## src/rtl/ecc_regbank_pkg.sv

```systemverilog
package ecc_regbank_pkg;

  localparam int unsigned DW = 32;

  localparam int unsigned IDX_ENA  = 0;
  localparam int unsigned IDX_DLY  = 1;
  localparam int unsigned IDX_FSR  = 2;
  localparam int unsigned IDX_VID  = 3;
  localparam int unsigned IDX_FA0  = 4;
  localparam int unsigned IDX_FA1  = 5;
  localparam int unsigned IDX_DGN  = 6;
  localparam int unsigned IDX_EV0  = 7;
  localparam int unsigned IDX_EV1  = 8;

  localparam logic [DW-1:0] DLY_WMASK = 32'h7FFF_FFFF;
  localparam logic [DW-1:0] DLY_RST   = 32'h0000_0020;
  localparam logic [DW-1:0] FA0_RST   = 32'h07C0_0000;

  localparam int unsigned FSR_CE = 0;
  localparam int unsigned FSR_UE = 3;
  localparam int unsigned FSR_ME = 16;

  function automatic logic [11:0] ena_wmask(int unsigned variant);
    return (variant == 0) ? 12'h103 : 12'hBFF;
  endfunction

  // Enable bits that survive a warm reset
  function automatic logic [11:0] ena_keep(int unsigned variant);
    return (variant == 0) ? 12'h100 : 12'hBFC;
  endfunction

endpackage

```

## src/rtl/ecc_enable_reg.sv

```systemverilog
module ecc_enable_reg
  import ecc_regbank_pkg::*;
#(
  parameter int unsigned VARIANT = 0
) (
  input  logic          clk_i,
  input  logic          cold_rst_ni,
  input  logic          rst_any_ni,
  input  logic          wr_i,
  input  logic [11:0]   wdata_i,
  output logic [DW-1:0] ena_o
);

  localparam logic [11:0] WMASK = ena_wmask(VARIANT);
  localparam logic [11:0] KEEP  = ena_keep(VARIANT) & WMASK;
  localparam logic [3:0]  IMPL  = 4'(VARIANT);

  logic [11:0] keep_q, vol_q;

  // Preserved fields: cleared only by cold reset
  always_ff @(posedge clk_i or negedge cold_rst_ni) begin
    if (!cold_rst_ni)  keep_q <= '0;
    else if (wr_i)     keep_q <= wdata_i & KEEP;
  end

  always_ff @(posedge clk_i or negedge rst_any_ni) begin
    if (!rst_any_ni)   vol_q <= '0;
    else if (wr_i)     vol_q <= wdata_i & WMASK & ~KEEP;
  end

  assign ena_o = {IMPL, 16'h0, keep_q | vol_q};

  assert_mask_R2: assert property (@(posedge clk_i) disable iff (!rst_any_ni)
    wr_i |=> ((ena_o[11:0] & ~WMASK) == 12'h0));

endmodule

```

## src/rtl/ecc_fault_capture.sv

```systemverilog
module ecc_fault_capture
  import ecc_regbank_pkg::*;
(
  input  logic          clk_i,
  input  logic          rst_ni,
  input  logic          fsr_wr_i,
  input  logic [DW-1:0] wdata_i,
  input  logic          ce_irq_en_i,
  input  logic          err_valid_i,
  input  logic          err_ce_i,
  input  logic          err_ue_i,
  input  logic [7:0]    err_syn_i,
  input  logic [3:0]    err_dw_i,
  input  logic [DW-1:0] err_addr0_i,
  input  logic [DW-1:0] err_addr1_i,
  output logic [DW-1:0] fsr_o,
  output logic [DW-1:0] fa0_o,
  output logic [DW-1:0] fa1_o,
  output logic          irq_o
);

  logic [DW-1:0] fsr_q, fa0_q, fa1_q;
  logic          irq_q;

  always_ff @(posedge clk_i or negedge rst_ni) begin
    if (!rst_ni) begin
      fsr_q <= '0;
      fa0_q <= FA0_RST;
      fa1_q <= '0;
      irq_q <= 1'b0;
    end else if (err_valid_i) begin
      // Hardware report has priority over a same-cycle bus write
      fsr_q[FSR_CE] <= fsr_q[FSR_CE] | err_ce_i;
      fsr_q[FSR_UE] <= fsr_q[FSR_UE] | err_ue_i;
      fsr_q[7:4]    <= err_dw_i;
      fsr_q[15:8]   <= err_syn_i;
      fsr_q[FSR_ME] <= fsr_q[FSR_ME] | fsr_q[FSR_CE] | fsr_q[FSR_UE];
      fa0_q         <= err_addr0_i;
      fa1_q         <= err_addr1_i;
      if (err_ue_i || (err_ce_i && ce_irq_en_i)) irq_q <= 1'b1;
    end else if (fsr_wr_i) begin
      fsr_q <= wdata_i;
      irq_q <= 1'b0;
    end
  end

  assign fsr_o = fsr_q;
  assign fa0_o = fa0_q;
  assign fa1_o = fa1_q;
  assign irq_o = irq_q;

  assert_irq_src_R10: assert property (@(posedge clk_i) disable iff (!rst_ni)
    $rose(irq_q) |-> $past(err_valid_i));

  assert_irq_clr_R5: assert property (@(posedge clk_i) disable iff (!rst_ni)
    (fsr_wr_i && !err_valid_i) |=> !irq_q);

  assert_far_hold_R6: assert property (@(posedge clk_i) disable iff (!rst_ni)
    !err_valid_i |=> ($stable(fa0_q) && $stable(fa1_q)));

  assert_multi_R9: assert property (@(posedge clk_i) disable iff (!rst_ni)
    (err_valid_i && (fsr_q[FSR_CE] || fsr_q[FSR_UE])) |=> fsr_q[FSR_ME]);

endmodule

```

## src/rtl/ecc_diag_window.sv

```systemverilog
module ecc_diag_window #(
  parameter int unsigned VARIANT = 0
) (
  input  logic       clk_i,
  input  logic       rst_ni,
  input  logic       req_i,
  input  logic       we_i,
  input  logic [1:0] addr_i,
  input  logic [7:0] wdata_i,
  output logic [7:0] rdata_o
);

  if (VARIANT == 0) begin : g_diag
    logic [7:0] mem_q [4];

    always_ff @(posedge clk_i or negedge rst_ni) begin
      if (!rst_ni) begin
        for (int i = 0; i < 4; i++) mem_q[i] <= 8'h0;
      end else if (req_i && we_i) begin
        mem_q[addr_i] <= wdata_i;
      end
    end

    assign rdata_o = (req_i && !we_i) ? mem_q[addr_i] : 8'h0;
  end else begin : g_nodiag
    logic unused_diag;
    assign unused_diag = ^{clk_i, rst_ni, req_i, we_i, addr_i, wdata_i};
    assign rdata_o = 8'h0;
  end

endmodule

```

## src/rtl/ecc_regbank.sv

```systemverilog
module ecc_regbank
  import ecc_regbank_pkg::*;
#(
  parameter int unsigned VARIANT = 0,
  parameter int unsigned ADDR_W  = 6
) (
  input  logic              clk_i,
  input  logic              rst_ni,
  input  logic              cold_rst_ni,
  input  logic              req_i,
  input  logic              we_i,
  input  logic [ADDR_W-1:0] addr_i,
  input  logic [3:0]        be_i,
  input  logic [31:0]       wdata_i,
  output logic [31:0]       rdata_o,
  input  logic              diag_req_i,
  input  logic              diag_we_i,
  input  logic [1:0]        diag_addr_i,
  input  logic [7:0]        diag_wdata_i,
  output logic [7:0]        diag_rdata_o,
  input  logic              err_valid_i,
  input  logic              err_ce_i,
  input  logic              err_ue_i,
  input  logic [7:0]        err_syn_i,
  input  logic [3:0]        err_dw_i,
  input  logic [31:0]       err_addr0_i,
  input  logic [31:0]       err_addr1_i,
  output logic              irq_o
);

  localparam int unsigned IDX_W = ADDR_W - 2;

  logic             rst_any_n;
  logic             acc_ok, wr_en, rd_en;
  logic [IDX_W-1:0] idx;
  logic [DW-1:0]    ena, fsr, fa0, fa1;
  logic [DW-1:0]    dly_q, vid_q, dgn_q, ev0_q, ev1_q;
  logic [DW-1:0]    rd_sel;
  logic             unused_lo;

  assign rst_any_n = rst_ni & cold_rst_ni;
  assign unused_lo = ^addr_i[1:0];
  assign idx       = addr_i[ADDR_W-1:2];
  assign acc_ok    = req_i && (be_i == 4'hF);
  assign wr_en     = acc_ok && we_i;
  assign rd_en     = acc_ok && !we_i;

  ecc_enable_reg #(.VARIANT(VARIANT)) u_ena (
    .clk_i       (clk_i),
    .cold_rst_ni (cold_rst_ni),
    .rst_any_ni  (rst_any_n),
    .wr_i        (wr_en && (idx == IDX_W'(IDX_ENA))),
    .wdata_i     (wdata_i[11:0]),
    .ena_o       (ena)
  );

  ecc_fault_capture u_fault (
    .clk_i       (clk_i),
    .rst_ni      (rst_any_n),
    .fsr_wr_i    (wr_en && (idx == IDX_W'(IDX_FSR))),
    .wdata_i     (wdata_i),
    .ce_irq_en_i (ena[1]),
    .err_valid_i (err_valid_i),
    .err_ce_i    (err_ce_i),
    .err_ue_i    (err_ue_i),
    .err_syn_i   (err_syn_i),
    .err_dw_i    (err_dw_i),
    .err_addr0_i (err_addr0_i),
    .err_addr1_i (err_addr1_i),
    .fsr_o       (fsr),
    .fa0_o       (fa0),
    .fa1_o       (fa1),
    .irq_o       (irq_o)
  );

  ecc_diag_window #(.VARIANT(VARIANT)) u_diag (
    .clk_i   (clk_i),
    .rst_ni  (rst_any_n),
    .req_i   (diag_req_i),
    .we_i    (diag_we_i),
    .addr_i  (diag_addr_i),
    .wdata_i (diag_wdata_i),
    .rdata_o (diag_rdata_o)
  );

  always_ff @(posedge clk_i or negedge rst_any_n) begin
    if (!rst_any_n) begin
      dly_q <= DLY_RST;
      vid_q <= '0;
      dgn_q <= '0;
      ev0_q <= '0;
      ev1_q <= '0;
    end else if (wr_en) begin
      if (idx == IDX_W'(IDX_DLY)) dly_q <= wdata_i & DLY_WMASK;
      if (idx == IDX_W'(IDX_VID)) vid_q <= wdata_i;
      if (idx == IDX_W'(IDX_DGN)) dgn_q <= wdata_i;
      if (idx == IDX_W'(IDX_EV0)) ev0_q <= wdata_i;
      if (idx == IDX_W'(IDX_EV1)) ev1_q <= wdata_i;
    end
  end

  always_comb begin
    rd_sel = '0;
    case (idx)
      IDX_W'(IDX_ENA): rd_sel = ena;
      IDX_W'(IDX_DLY): rd_sel = dly_q;
      IDX_W'(IDX_FSR): rd_sel = fsr;
      IDX_W'(IDX_VID): rd_sel = vid_q;
      IDX_W'(IDX_FA0): rd_sel = fa0;
      IDX_W'(IDX_FA1): rd_sel = fa1;
      IDX_W'(IDX_DGN): rd_sel = dgn_q;
      IDX_W'(IDX_EV0): rd_sel = ev0_q;
      IDX_W'(IDX_EV1): rd_sel = ev1_q;
      default:         rd_sel = '0;
    endcase
  end

  assign rdata_o = rd_en ? rd_sel : '0;

  assert_partial_R7: assert property (@(posedge clk_i) disable iff (!rst_any_n)
    (req_i && we_i && (be_i != 4'hF)) |=>
      ($stable(dly_q) && $stable(vid_q) && $stable(dgn_q) && $stable(ev0_q) && $stable(ev1_q)));

  assert_dly_top_R4: assert property (@(posedge clk_i) disable iff (!rst_any_n)
    (wr_en && (idx == IDX_W'(IDX_DLY))) |=> !dly_q[31]);

  assert_rd_gate_R7: assert property (@(posedge clk_i) disable iff (!rst_any_n)
    !rd_en |-> (rdata_o == '0));

endmodule

```

## config.mk

```make
export PLATFORM = sky130hd
export DESIGN_NAME = ecc_regbank
export DESIGN_NICKNAME = d
export VERILOG_FILES = /design/src/rtl/ecc_regbank_pkg.sv /design/src/rtl/ecc_enable_reg.sv /design/src/rtl/ecc_fault_capture.sv /design/src/rtl/ecc_diag_window.sv /design/src/rtl/ecc_regbank.sv
export SDC_FILE = /design/constraint.sdc
export NUM_CORES = 1
export LEC_CHECK = 0
export ABC_AREA = 1
export CORE_AREA = 2 2 166 168
export DETAILED_ROUTE_END_ITERATION = 8
export DIE_AREA = 0 0 168 170
export GPL_TIMING_DRIVEN = 0
export PLACE_DENSITY = 0.73
export SYNTH_ARGS = -nofsm -noshare
export SYNTH_HDL_FRONTEND = slang
export SYNTH_SLANG_ARGS = --single-unit
```

## constraint.sdc

```tcl
create_clock -name clk_i -period 10.35 [get_ports clk_i]
set_input_delay 1.035 -clock clk_i [delete_from_list [all_inputs] [get_ports clk_i]]
set_output_delay 1.035 -clock clk_i [all_outputs]
set_load 0.01 [all_outputs]
```

==> summary.md <==
Clock tree synthesis selected as its root buffer the cell sky130_fd_sc_hd__clkbuf_16. Max-cap violations in this run came to 0. The arrival time at the worst endpoint was 3.84 ns. The number of antenna diodes in the final layout is 0. The number of DRC violations after detailed routing is 0. For the die outline area, the log shows 0.0286 mm2. In this run the vertical extent of the chip is 170 um. The part of the cycle the worst path needs was 0.471. For this design the ratio of total power to cell area is 160 mW/mm2. The run gives 0 as the number of antenna violations at the first check in global routing. Static timing analysis puts the maximum clock frequency at 205 MHz.

Leaving out fill and tap cells, the most frequent cell in the layout is sky130_fd_sc_hd__nand2_1. The required arrival time at the worst endpoint was 9.32 ns. The tools report the net count of the mapped netlist as 1818. Hold repair after CTS inserted 0 buffers. For this run, the number of standard cells in the final layout without fillers is 2256. In this run the deepest clock path goes through 3 buffers. In this design, the largest share of critical-path delay is due to buffers and inverters. The final routed wire length divided by cell count is 17.4 um.

The count of state elements after synthesis was 291. The final number of max-transition violations is 0, and the area added between synthesis and finish is 25.1%. In the layout the commonest cells are sky130_fd_sc_hd__nand2_1, sky130_fd_sc_hd__dfrtp_1, sky130_fd_sc_hd__o21ai_0. The number of failing setup endpoints in the final timing report is 0, and the post-CTS setup-driven buffer insertion count is 0.

In this run the worst path has a maximum fanout of 10. The share of layout cells above drive strength 1 came out at 0.0522. The maximum clock skew at final layout was 0.000888 ns; the post-layout minimum cycle time was 4.87 ns. The tools report the final count of hold timing violations as 0.

The mean area per synthesized cell is 7.82 um2. The logs give 2 for the depth of the CTS H-tree and 0 for the remaining global-route overflow. The critical path is of the in2out type. Adding up every negative setup slack in the final design gives 0 ns. The final weighted congestion of routability-driven global placement came out at 0.925. The routed design has 39300 um of wire. For the clock sink count, the log shows 291.

The number of placed I/O pins was 179; the number of buffers added on ports was 175. The number of different library cells used by synthesis comes to 24. The first-pass GRT wire length was 62600 um; the mean number of vias per cell was 5.38. The pin count of the biggest net entering global routing is 132, and the detailed router's first-iteration violation count is 1097.

The tools report the startpoint type of the worst setup path as an input pin. Summing every instance area after synthesis gives 0.0131 mm2. The run gives 11800 as the via count of the first global-routing pass. The total number of placement rows was 60; the total half-perimeter wirelength after legalization and detailed placement was 27500 um.

The flow ran to the end, and the final reports show no timing, DRC or antenna violations. The horizontal die dimension came out at 168 um. The min-delay analysis places its worst path in the category reg2reg. Setup repair after global routing left no endpoint under its margin.

The run gives 0.493 as the starting density of the core. The run gives 0.0267 mm2 as the core region area. The endpoint type of the worst setup path is an output port. The clock latency on the worst-skew pair came out at 0.51 ns.

TritonCTS built the clock tree. At the pin with the least slew margin, the transition time is 0.941 ns. Counting every instance in the synthesized netlist gives 1680. For this run, the detailed router's first-pass iteration total came to 5. The run gives 2.63 mW as the total power.

TritonCTS created 34 clock buffers. The proportion of synthesized chip area in sequential cells is 0.555. The Yosys step of the flow raised 0 warnings. The signal on the critical path passes through clkdlybuf4s50_1, nor2_4, inv_1, nor2_1, clkbuf_1, nand2_1, nand2_1, nor2_1, a21oi_1, clkdlybuf4s50_1.

The number of placed instances, taps included, is 2198. VDD sags by at most 0.125 mV. For this design the static power due to leakage is 8.07 nW. Clock edge transition at the registers on the reported setup and hold paths: 0.06 ns. For the total global-route track usage, the log shows 0.278. The worst stage delay on the critical path came out at 0.58 ns.

Among all stages on the critical path, the largest delay is contributed by sky130_fd_sc_hd__clkdlybuf4s50_1. The net count reported at finish came out at 2031. For the total of cells resized after clock tree synthesis, the log shows 0. The detail route stage leaves a number of antenna-violating nets equal to 0. The detailed-route via count is 12100, and the count of buffer and inverter cells on the critical path is 4. The tools report the worst-case headroom to the max-slew limit as 0.372.
[worst paths after layout]
path | from | to | slack, ns | cells after the start
worst max-delay path | addr_i[2] | rdata_o[12] | 5.48 | 10
worst max register to register | u_fault.fsr_o[3]$_DFFE_PN0P_ | u_fault.fsr_o[16]$_DFFE_PN0P_ | 9.57 | 2
max in group asynchronous | cold_rst_ni | u_fault.fa0_o[1]$_DFFE_PN0P_ | 8.10 | 4
worst min-delay path | u_fault.fa0_o[24]$_DFFE_PN1P_ | u_fault.fa0_o[24]$_DFFE_PN1P_ | 0.46 | 2
worst min register to register | u_fault.fa0_o[24]$_DFFE_PN1P_ | u_fault.fa0_o[24]$_DFFE_PN1P_ | 0.46 | 2
min in group asynchronous | cold_rst_ni | u_ena.keep_q[8]$_DFFE_PN0P_ | 0.70 | 1
[sequential cells by signal, summed over array words and instances, names as in the netlist]
register and cells:
u_fault.fa0_o 32, u_fault.fa1_o 32, u_diag.g_diag.mem_q 32, ev0_q 32, vid_q 32, u_fault.fsr_o 32, u_ena.vol_q 2, ev1_q 32
u_fault.irq_o 1, dly_q 31, u_ena.keep_q 1, dgn_q 32
[stage by stage]
step	hold slack, ns	instance area (um2)	utilization	worst slack, ns
2_1_floorplan	0.442	13100	-	1.30
3_3_place_gp	0.454	15300	0.575	-2.35
3_5_place_dp	0.455	15400	0.577	5.54
4_1_cts	0.465	16400	0.617	5.54
5_1_grt	0.473	16400	0.617	5.38
6_report	0.463	16400	0.617	5.48
[synth_stat cells]
| master | instances | share of area |
|---|---|---|
| sky130_fd_sc_hd__nand2_1 | 756 | 0.22 |
| sky130_fd_sc_hd__nor2_2 | 2 | 0.00095 |
| sky130_fd_sc_hd__buf_4 | 7 | 0.0040 |
| sky130_fd_sc_hd__buf_6 | 2 | 0.0017 |
| sky130_fd_sc_hd__inv_1 | 57 | 0.016 |
| sky130_fd_sc_hd__nor3_4 | 1 | 0.0012 |
| sky130_fd_sc_hd__nor2_4 | 3 | 0.0026 |
| sky130_fd_sc_hd__a31oi_1 | 8 | 0.0038 |
| sky130_fd_sc_hd__or2_2 | 1 | 0.00048 |
| sky130_fd_sc_hd__inv_2 | 3 | 0.00086 |
| sky130_fd_sc_hd__clkbuf_1 | 60 | 0.017 |
| sky130_fd_sc_hd__nand2_2 | 2 | 0.00095 |
| sky130_fd_sc_hd__nor2_1 | 82 | 0.023 |
| sky130_fd_sc_hd__o21ai_0 | 189 | 0.072 |
| sky130_fd_sc_hd__clkinv_1 | 2 | 0.00057 |
| sky130_fd_sc_hd__dfrtp_1 | 285 | 0.54 |
| sky130_fd_sc_hd__nand3_1 | 123 | 0.047 |
| sky130_fd_sc_hd__and3_1 | 1 | 0.00048 |
| sky130_fd_sc_hd__buf_1 | 2 | 0.00057 |
| sky130_fd_sc_hd__buf_2 | 23 | 0.0088 |
| sky130_fd_sc_hd__dfstp_2 | 6 | 0.012 |
| sky130_fd_sc_hd__a21oi_1 | 41 | 0.016 |
| sky130_fd_sc_hd__o21ai_1 | 16 | 0.0061 |
| sky130_fd_sc_hd__a22oi_1 | 8 | 0.0046 |
[area by class of cell]
| type | instances | area, um2 |
|---|---|---|
| Clock inverter | 6 | 36.3 |
| Clock buffer | 52 | 1020 |
| Multi-Input combinational cell | 1233 | 5190 |
| Tap cell | 341 | 427 |
| Buffer | 94 | 423 |
| Sequential cell | 291 | 7290 |
| Inverter | 62 | 240 |
| Timing Repair Buffer | 177 | 1810 |
| Fill cell | 2366 | 10200 |
[worst min-delay path, cell delays in order (launching register included)]
cell and delay, ns:
sky130_fd_sc_hd__dfstp_2 0.36, sky130_fd_sc_hd__nand2_1 0.06, sky130_fd_sc_hd__nand2_1 0.04
[where the power goes]
| part | leakage, nW | switching (mW) | internal (mW) |
|---|---|---|---|
| Sequential | 3.85 | 0.0409 | 1.21 |
| Combinational | 3.69 | 0.132 | 0.0968 |
| Clock | 0.523 | 0.474 | 0.681 |
| Total | 8.07 | 0.647 | 1.99 |
[per-layer routing]
layer  vias up  global-route usage  wire length (um)
met5         -                   0                 0
met4         0               0.101              1350
met3        92              0.0453              2680
met2       457               0.460             18500
met1      5798               0.372             16700
li1       5783                   -                 -
[cells by family (layout without fill, tap and decap cells)]
kind of cell,count (synthesis),in the layout,synth area share
simple gates,971,971,0.293
buf+inv,156,391,0.0499
flops,291,291,0.555
compound gates,262,262,0.102
(Power assumes the default switching activity.)
